## src/rtl/panel_bl_pkg.sv

```systemverilog
// Shared sizes and the register address map for the panel backlight slave.
package panel_bl_pkg;
    localparam int WORD_W   = 8;                    // serial word length
    localparam int ADDR_W   = 3;                    // address field width
    localparam int DATA_W   = WORD_W - ADDR_W;      // data field width
    localparam int LEVEL_W  = DATA_W + 1;           // backlight level width
    localparam int SYNC_N   = 2;                    // synchroniser depth

    // Register addresses; only MODE and DUTY have an effect here.
    typedef enum logic [ADDR_W-1:0] {
        ADR_MODE   = 3'd0,
        ADR_PHASE  = 3'd1,
        ADR_DUTY   = 3'd2,
        ADR_VCOM_A = 3'd3,
        ADR_VCOM_B = 3'd4,
        ADR_OUTS   = 3'd5,
        ADR_PICT   = 3'd6,
        ADR_POLAR  = 3'd7
    } panel_adr_e;
endpackage

```

## src/rtl/panel_sync.sv

```systemverilog
// Multi-bit level synchroniser.
// Assumes: each bit is an independent slow level; no bus coherence is required.
module panel_sync #(
    parameter int               WIDTH  = 1,
    parameter int               STAGES = 2,
    parameter logic [WIDTH-1:0] RST_V  = '0
) (
    input  logic             clk,
    input  logic             rst_n,
    input  logic [WIDTH-1:0] d,
    output logic [WIDTH-1:0] q
);
    logic [STAGES-1:0][WIDTH-1:0] st;

    // First stage captures the asynchronous input.
    always_ff @(posedge clk) begin
        if (!rst_n) st[0] <= RST_V;
        else        st[0] <= d;
    end

    genvar i;
    generate
        for (i = 1; i < STAGES; i++) begin : g_stage
            // Each later stage retimes the previous one.
            always_ff @(posedge clk) begin
                if (!rst_n) st[i] <= RST_V;
                else        st[i] <= st[i-1];
            end
        end
    endgenerate

    assign q = st[STAGES-1];
endmodule

```

## src/rtl/panel_spi_rx.sv

```systemverilog
// Serial word receiver working on synchronised select, clock and data.
// Assumes: serial clock is slow against clk (at least 3 clk per phase);
// MSB first; a word is complete on the WORD_W-th rising edge.
module panel_spi_rx #(
    parameter int WORD_W = 8
) (
    input  logic              clk,
    input  logic              rst_n,
    input  logic              cs_n_s,
    input  logic              sclk_s,
    input  logic              mosi_s,
    output logic              word_vld,
    output logic [WORD_W-1:0] word
);
    localparam int                BIT_W    = $clog2(WORD_W);
    localparam logic [BIT_W-1:0]  LAST_BIT = BIT_W'(WORD_W - 1);

    logic              sclk_q;
    logic              rise;
    logic [BIT_W-1:0]  cnt_q;
    logic [WORD_W-2:0] shift_q;

    // Delayed serial clock for edge detection.
    always_ff @(posedge clk) begin
        if (!rst_n) sclk_q <= 1'b0;
        else        sclk_q <= sclk_s;
    end

    assign rise = sclk_s & ~sclk_q & ~cs_n_s;

    // Bit counter, shifter and word strobe.
    always_ff @(posedge clk) begin
        if (!rst_n) begin
            cnt_q    <= '0;
            shift_q  <= '0;
            word     <= '0;
            word_vld <= 1'b0;
        end else begin
            word_vld <= 1'b0;
            if (cs_n_s) begin
                cnt_q <= '0;
            end else if (rise) begin
                if (cnt_q == LAST_BIT) begin
                    word     <= {shift_q, mosi_s};
                    word_vld <= 1'b1;
                    cnt_q    <= '0;
                end else begin
                    shift_q <= {shift_q[WORD_W-3:0], mosi_s};
                    cnt_q   <= cnt_q + 1'b1;
                end
            end
        end
    end
endmodule

```

## src/rtl/panel_reg_bank.sv

```systemverilog
// Decodes received words and holds the mode flag, the backlight level and power.
// Assumes: msb_n_s and en_s are already synchronised; one word strobe per cycle.
module panel_reg_bank
    import panel_bl_pkg::*;
#(
    parameter int WORD_W  = panel_bl_pkg::WORD_W,
    parameter int DATA_W  = panel_bl_pkg::DATA_W,
    parameter int LEVEL_W = panel_bl_pkg::LEVEL_W
) (
    input  logic               clk,
    input  logic               rst_n,
    input  logic               word_vld,
    input  logic [WORD_W-1:0]  word,
    input  logic               msb_n_s,
    input  logic               en_s,
    output logic               qvga,
    output logic [LEVEL_W-1:0] level,
    output logic               power
);
    panel_adr_e          adr;
    logic [DATA_W-1:0]   data;
    logic [DATA_W-1:0]   duty_q;
    logic                msb_q;

    assign adr  = panel_adr_e'(word[WORD_W-1:DATA_W]);
    assign data = word[DATA_W-1:0];

    // Register writes from the serial side.
    always_ff @(posedge clk) begin
        if (!rst_n) begin
            qvga   <= 1'b0;
            duty_q <= '0;
        end else if (word_vld) begin
            case (adr)
                ADR_MODE: qvga   <= |data;
                ADR_DUTY: duty_q <= data;
                default:  ;
            endcase
        end
    end

    // Level MSB and power follow the general-purpose lines.
    always_ff @(posedge clk) begin
        if (!rst_n) begin
            msb_q <= 1'b1;
            power <= 1'b0;
        end else begin
            msb_q <= ~msb_n_s;
            power <= en_s;
        end
    end

    assign level = {msb_q, duty_q};
endmodule

```

## src/rtl/panel_bl_pwm.sv

```systemverilog
// Free-running pulse-width generator with period 2**LEVEL_W-1 clocks.
// Assumes: duty is a stable level; duty equal to the period gives constant high.
module panel_bl_pwm #(
    parameter int LEVEL_W = 6
) (
    input  logic               clk,
    input  logic               rst_n,
    input  logic [LEVEL_W-1:0] duty,
    output logic               pwm_out,
    output logic [LEVEL_W-1:0] phase
);
    localparam int                 PERIOD = (1 << LEVEL_W) - 1;
    localparam logic [LEVEL_W-1:0] LAST   = LEVEL_W'(PERIOD - 1);

    // Phase counter wraps after PERIOD clocks.
    always_ff @(posedge clk) begin
        if (!rst_n)              phase <= '0;
        else if (phase == LAST)  phase <= '0;
        else                     phase <= phase + 1'b1;
    end

    // Registered compare keeps the output glitch-free.
    always_ff @(posedge clk) begin
        if (!rst_n) pwm_out <= 1'b0;
        else        pwm_out <= (phase < duty);
    end
endmodule

```

## src/rtl/panel_bl_spi_ctl.sv

```systemverilog
// Top: serial register slave for panel mode and backlight level with PWM drive.
// Assumes: all inputs except clk and rst_n are asynchronous; reset is synchronous.
module panel_bl_spi_ctl
    import panel_bl_pkg::*;
(
    input  logic               clk,
    input  logic               rst_n,
    input  logic               spi_cs_n,
    input  logic               spi_sclk,
    input  logic               spi_mosi,
    output logic               spi_miso,
    input  logic               bl_msb_n,
    input  logic               bl_en,
    output logic               qvga_mode,
    output logic [LEVEL_W-1:0] bl_level,
    output logic               bl_power,
    output logic               bl_on,
    output logic               pwm_out
);
    localparam int            SYNC_W   = 5;
    localparam logic [SYNC_W-1:0] SYNC_RST = 5'b00100; // select idles high

    logic [SYNC_W-1:0]  raw, synced;
    logic               word_vld;
    logic [WORD_W-1:0]  word;
    logic [LEVEL_W-1:0] eff_duty;
    logic [LEVEL_W-1:0] pwm_phase;

    assign raw = {bl_en, bl_msb_n, spi_cs_n, spi_sclk, spi_mosi};

    panel_sync #(.WIDTH(SYNC_W), .STAGES(SYNC_N), .RST_V(SYNC_RST)) u_sync (
        .clk(clk), .rst_n(rst_n), .d(raw), .q(synced)
    );

    panel_spi_rx #(.WORD_W(WORD_W)) u_rx (
        .clk(clk), .rst_n(rst_n),
        .cs_n_s(synced[2]), .sclk_s(synced[1]), .mosi_s(synced[0]),
        .word_vld(word_vld), .word(word)
    );

    panel_reg_bank u_regs (
        .clk(clk), .rst_n(rst_n),
        .word_vld(word_vld), .word(word),
        .msb_n_s(synced[3]), .en_s(synced[4]),
        .qvga(qvga_mode), .level(bl_level), .power(bl_power)
    );

    // Lit only when powered with a nonzero level.
    assign bl_on    = bl_power & (|bl_level);
    assign eff_duty = bl_on ? bl_level : '0;

    panel_bl_pwm #(.LEVEL_W(LEVEL_W)) u_pwm (
        .clk(clk), .rst_n(rst_n), .duty(eff_duty),
        .pwm_out(pwm_out), .phase(pwm_phase)
    );

    assign spi_miso = 1'b0;
endmodule


```

## config.mk

```make
export PLATFORM = sky130hd
export DESIGN_NAME = panel_bl_spi_ctl
export DESIGN_NICKNAME = d
export VERILOG_FILES = /design/src/rtl/panel_bl_pkg.sv /design/src/rtl/panel_sync.sv /design/src/rtl/panel_spi_rx.sv /design/src/rtl/panel_reg_bank.sv /design/src/rtl/panel_bl_pwm.sv /design/src/rtl/panel_bl_spi_ctl.sv
export SDC_FILE = /design/constraint.sdc
export NUM_CORES = 1
export LEC_CHECK = 0
export ABC_AREA = 1
export CORE_ASPECT_RATIO = 1.5
export CORE_MARGIN = 2
export CORE_UTILIZATION = 55
export CTS_CLUSTER_SIZE = 40
export DETAILED_ROUTE_END_ITERATION = 6
export GPL_ROUTABILITY_DRIVEN = 0
export PLACE_DENSITY = 0.78
export REMOVE_ABC_BUFFERS = 1
export SKIP_LAST_GASP = 1
export SLEW_MARGIN = 15
export SYNTH_ARGS = -nofsm -noshare
export SYNTH_HDL_FRONTEND = slang
export SYNTH_SLANG_ARGS = --single-unit
```

## constraint.sdc

```tcl
create_clock -name clk -period 1.8 [get_ports clk]
set_input_delay 0.18 -clock clk [delete_from_list [all_inputs] [get_ports clk]]
set_output_delay 0.18 -clock clk [all_outputs]
set_load 0.01 [all_outputs]
```

Word level (Yosys, flattened, before mapping)
Index checks and enable logic that the tools add are counted.
W data, S select, Z words.
{"block": "totals", "word_cells": 41, "output_inout_bits": 11, "reg_bits": 45}
{"block": "classes", "bitwise_logic": 9, "order_cmp": 1, "add_sub_neg": 2, "reduce_logical": 10, "n_eq_ne": 3, "n_mux": 3}
{"op": "$add A6 B1 Y6 const B", "count": 1}
{"op": "$eq A6 B6 Y1 const B", "count": 1}
{"op": "$lt A6 B6 Y1", "count": 1}
{"op": "$mux W6", "count": 1}
{"op": "$not A1 Y1", "count": 6}
{"op": "$reduce_and A3 Y1", "count": 2}
{"op": "$reduce_or A6 Y1", "count": 1}
{"op": "$reduce_or A5 Y1", "count": 1}
{"op": "$reduce_and A2 Y1", "count": 2}
{"op": "$reduce_or A2 Y1", "count": 2}
{"op": "$add A3 B1 Y3 const B", "count": 1}
{"op": "$and A1 B1 Y1", "count": 3}
{"op": "$eq A3 B2 Y1 const B", "count": 1}
{"op": "$eq A3 B3 Y1 const B", "count": 1}
{"op": "$logic_not A3 Y1", "count": 1}
{"op": "$mux W3", "count": 1}
{"op": "$reduce_or A3 Y1", "count": 1}
{"op": "$mux W1", "count": 1}

Logic depth before layout (Yosys ltp)
{"block": "logic_depth", "ltp_word": 5, "depth_mapped": 11, "depth_no_buf": 11}

By module
From an unflattened synthesis, not the netlist that was laid out.
{"block": "hier_totals", "cells_unflattened": 284, "hier_area_um2": 2108.3}
{"module": "panel_spi_rx", "area_each_um2": 922.1, "seq_area_each_um2": 400.4, "cells_each": 122, "instances": 1}
{"module": "panel_bl_pwm", "area_each_um2": 429.2, "seq_area_each_um2": 140.1, "cells_each": 56, "instances": 1}
{"module": "panel_reg_bank", "area_each_um2": 350.3, "seq_area_each_um2": 160.2, "cells_each": 50, "instances": 1}
{"module": "panel_sync", "area_each_um2": 324.1, "seq_area_each_um2": 200.2, "cells_each": 36, "instances": 1}
{"module": "panel_bl_spi_ctl", "area_each_um2": 82.6, "seq_area_each_um2": 0.0, "cells_each": 20, "instances": 1}

Worst setup path before layout
OpenSTA, ideal clock, no wires.
{"block": "synth_path", "kind": "register to register", "startpoint": "reg u_regs.duty_q[2]", "endpoint": "reg u_pwm.pwm_out", "period_less_slack_ns": 1.627, "arrival_time_ns": 1.564, "setup_ns": 0.064, "setup_slack_ns": 0.173, "path_stages_with_launch": 12, "path_cell_list": "dfxtp_1 > nor2_1 > nand3_1 > nand2_1 > inv_1 > nand2_1 > ha_1 > a21oi_1 > nor2_1 > a211oi_1 > nand2_1 > nor2_1"}
{"block": "synth_via", "elab_chain_cells": 4}
{"element": "from (decl)", "line_no": "panel_reg_bank.sv:22", "rtl": "logic [DATA_W-1:0] duty_q;"}
{"element": "from (signal assigned)", "line_no": "panel_reg_bank.sv:36", "rtl": "ADR_DUTY: duty_q <= data;"}
{"element": "$reduce_or A6 Y1", "line_no": "panel_bl_spi_ctl.sv:49", "rtl": "assign bl_on = bl_power & (|bl_level);"}
{"element": "$and A1 B1 Y1", "line_no": "panel_bl_spi_ctl.sv:49"}
{"element": "named net bl_on", "line_no": "panel_bl_spi_ctl.sv:17", "rtl": "output logic bl_on,"}
{"element": "$mux W6", "line_no": "panel_bl_spi_ctl.sv:50", "rtl": "assign eff_duty = bl_on ? bl_level : '0;"}
{"element": "$lt A6 B6 Y1", "line_no": "panel_bl_pwm.sv:25", "rtl": "else pwm_out <= (phase < duty);"}
{"element": "to (signal assigned)", "line_no": "panel_bl_pwm.sv:25"}
{"element": "to (decl)", "line_no": "panel_bl_pwm.sv:9", "rtl": "output logic pwm_out,"}
The timed path passes the listed nets, and every way through them passes these cells.
A chain may end at the register's enable or synchronous reset.

Worst setup path in the final report
{"block": "layout_path", "startpoint": "reg u_regs.duty_q[2]", "endpoint": "reg u_pwm.pwm_out"}
{"block": "layout_via", "elab_chain_cells": 4}
{"element": "$reduce_or A6 Y1", "line_no": "panel_bl_spi_ctl.sv:49"}
{"element": "$and A1 B1 Y1", "line_no": "panel_bl_spi_ctl.sv:49"}
{"element": "$mux W6 (*)", "line_no": "panel_bl_spi_ctl.sv:50"}
{"element": "$lt A6 B6 Y1 (*)", "line_no": "panel_bl_pwm.sv:25"}
Mark *: on every way between the ends. The rest lies on a longest branch, timed or not.

==> results.yml <==
floorplanning:
  floorplan.initialDensity: 0.564
  die_area_um2: 3650
  io_pins: 18
  die_w_um: 50.0
  dieHeight_um: 73.0
  fp.coreArea_um2: 3100
  fp-row-count: 25
synthesis:
  synth_edf_count: 0
  synthMuxAreaShare: 0
  avgSynthCellArea_um2: 8.04
  ys.flop_type: "dfxtp_1"
  synth-seq-cells: 45
  syn-instance-count: 217
  synthSimpleGateAreaFrac: 0.214
  async_reset_ff_frac: 0
  synthXorXnorAreaFrac: 0.0201
  synth_compound_area_frac: 0.100
  synth_area_um2: 1750
  yosys_warnings: 0
  seq_area_frac_synth: 0.516
  synth_top_family_by_area: "simple AND/OR/NAND/NOR gates"
  synthAdderAreaFrac: 0.0645
  yosysUniqueCellTypes: 24
clock_tree:
  insertion_delay_ps: 290
  path_clk_slew_ps: 80
  cts_buffer_depth: 2
  cts-buffers-inserted: 5
  h-tree-depth: 2
  cts_tree: "built"
  cts-root-buf: "clkbuf_8"
  cts_setup_buffers: 0
  cts_sinks: 45
worst_setup_path:
  crit_arrival_ps: 1870
  cp_slowest_cell: "dfxtp_1"
  crit_path_max_fanout: 6
  critical-path-top-delay-family: "simple AND/OR/NAND/NOR gates"
  start_kind: "register"
  max_stage_delay_ps: 370
  r2r_start: "u_regs.duty_q[2]$_SDFFE_PN0P_"
  critical_path_required_ps: 2040
  reg2regPathDepth: 11
  r2r_slack_ps: 170
  path_buf_inv: 1
  worstSetupEndpointType: "register"
  path_cells: "nor2_1 -> nand3_1 -> nand2_1 -> inv_2 -> nand2_1 -> ha_1 -> a21oi_1 -> nor2_1 -> a211oi_1 -> nand2_1 -> nor2_1"
  regToRegEndpoint: "u_pwm.pwm_out$_SDFF_PN0_"
  crit_cells: 11
  cp-endpoint: "u_pwm.pwm_out$_SDFF_PN0_"
  crit_start: "u_regs.duty_q[2]$_SDFFE_PN0P_"
  worst-setup-path-type: "register to register"
cells_and_area:
  fin_cells: 275
  final_cell_mix: "nor2_1 (48), dfxtp_1 (44), nand2_1 (31)"
  layout_commonest_cell: "nor2_1"
  diodes: 0
  final-seq-area_um2: 902
  drive_gt1_frac: 0.0681
  area_growth_pct: 15.5
  post-route-util: 0.651
  multi_input_area_um2: 701
  fill_cells: 271
  finalNetCount: 251
detailed_routing:
  num_vias: 1297
  via_per_inst: 4.72
  routed_wirelength_um: 2740
  wl_per_cell_um: 9.97
  drtAntennaViolNets: 0
  drtPass1Iterations: 4
  post-route-drc-count: 0
  drt_first_iter_violations: 9
grt:
  grt_pass1_vias: 1103
  grt_pass1_wl_um: 4660
  overflow: 0
  antenna_found_initial: 0
  gr-usage-all-layers: 0.173
  grt_max_degree: 29
worst_hold_path:
  hold_class: "register to register"
sta:
  hold_viol: 0
  fmax_mhz: 612
  tns_ps: 0
  setup-violations-final: 0
  skew_ps: 5.61
  period_needed_ps: 1630
  final_max_slew_viol_count: 0
  grt_setup_unrepaired: "false"
  fin_crit_sh: 0.908
placed_design:
  dp_cells: 268
  io_buffers: 16
  dp_hpwl_um: 2080
run_status:
  status: "finished clean"
flow_run:
  max-cap-violations: 0
power:
  vdd_drop_max_mv: 0.700
  leakage_nw: 0.903
  p_total_mw: 1.73
  power_density_nw_per_um2: 857
[worst min path at each step]
stage,from,to,slack [ps],cells past startpoint
after CTS,u_sync.q[3]$_SDFF_PN0_,u_regs.msb_q$_SDFF_PN1_,380,1
after floorplan,rst_n,u_regs.msb_q$_SDFF_PN1_,240,1
after detailed placement,u_sync.q[3]$_SDFF_PN0_,u_regs.msb_q$_SDFF_PN1_,360,1
final,u_sync.q[3]$_SDFF_PN0_,u_regs.msb_q$_SDFF_PN1_,370,1
after global routing,u_sync.q[3]$_SDFF_PN0_,u_regs.msb_q$_SDFF_PN1_,420,1
after global placement,u_sync.q[3]$_SDFF_PN0_,u_regs.msb_q$_SDFF_PN1_,360,1
[layout make-up]
| class | count | area share |
|---|---|---|
| Clock buffer | 7 | 0.0428 |
| Sequential cell | 45 | 0.448 |
| Inverter | 28 | 0.0528 |
| Multi-Input combinational cell | 138 | 0.348 |
| Timing Repair Buffer | 17 | 0.0844 |
| Tap cell | 40 | 0.0248 |
[worst reg2reg max path, delay by kind of cell (launching register included)]
family	cells	cell delay, ps
AND/OR/NAND/NOR	7	470
adder cells (fa/ha/maj)	1	280
flip-flops	1	370
buffers and inverters	1	90
AO/OA/AOI/OAI	2	350
[metrics by stage]
stage | setup WS, ps | cell area, µm² | hold slack (ps)
detailed placement | 104 | 1930 | 358
global placement | 207 | 1930 | 356
finish | 165 | 2020 | 374
floorplan | 173 | 1710 | 242
global route | 14.5 | 2020 | 416
CTS | 30.5 | 2010 | 375
[registers in the layout (all words and copies together), names as in the netlist, 3 cells and up]
register,count
u_pwm.phase,6
u_regs.duty_q,5
u_rx.cnt_q,3
u_rx.shift_q,7
u_rx.word,8
u_sync.q,5
u_sync.st,5
[routing by layer]
metal	share of wire	vias up	GRT usage	routed length, µm
li1	-	709	-	-
met5	0	-	0	0
met4	0.031	0	0.105	84
met1	0.41	559	0.180	1140
met2	0.52	20	0.303	1440
met3	0.030	9	0.0492	82
[kinds of logic after synthesis]
family,Yosys count
adders and majority gates,9
and+or+nand+nor,91
xor gates and xnor gates,4
other,1
buffers and inverters,34
AOI/OAI and AO/OA,33
DFF,45
[report_power, final]
group	total (mW)	switching, mW	internal (mW)
Sequential	1.03	0.0137	1.02
Clock	0.605	0.301	0.304
Combinational	0.0911	0.0472	0.0438
[synthesized netlist by cell type (2+ instances only)]
library cell	n	area share
nand2_1	31	0.067
nand3_1	5	0.014
inv_1	27	0.058
a21oi_1	10	0.029
nor2_1	48	0.10
o21ai_0	21	0.060
clkbuf_1	2	0.0043
or2_2	2	0.0072
buf_4	2	0.0086
xor2_1	3	0.015
ha_1	9	0.065
dfxtp_1	45	0.52
[repair_timing]
item | CTS | global route
setup endpoints to repair | 0 | 2
gates resized for setup | 0 | 3
hold buffers | 0 | 0
Note: power is estimated with default switching activity, not from simulation.
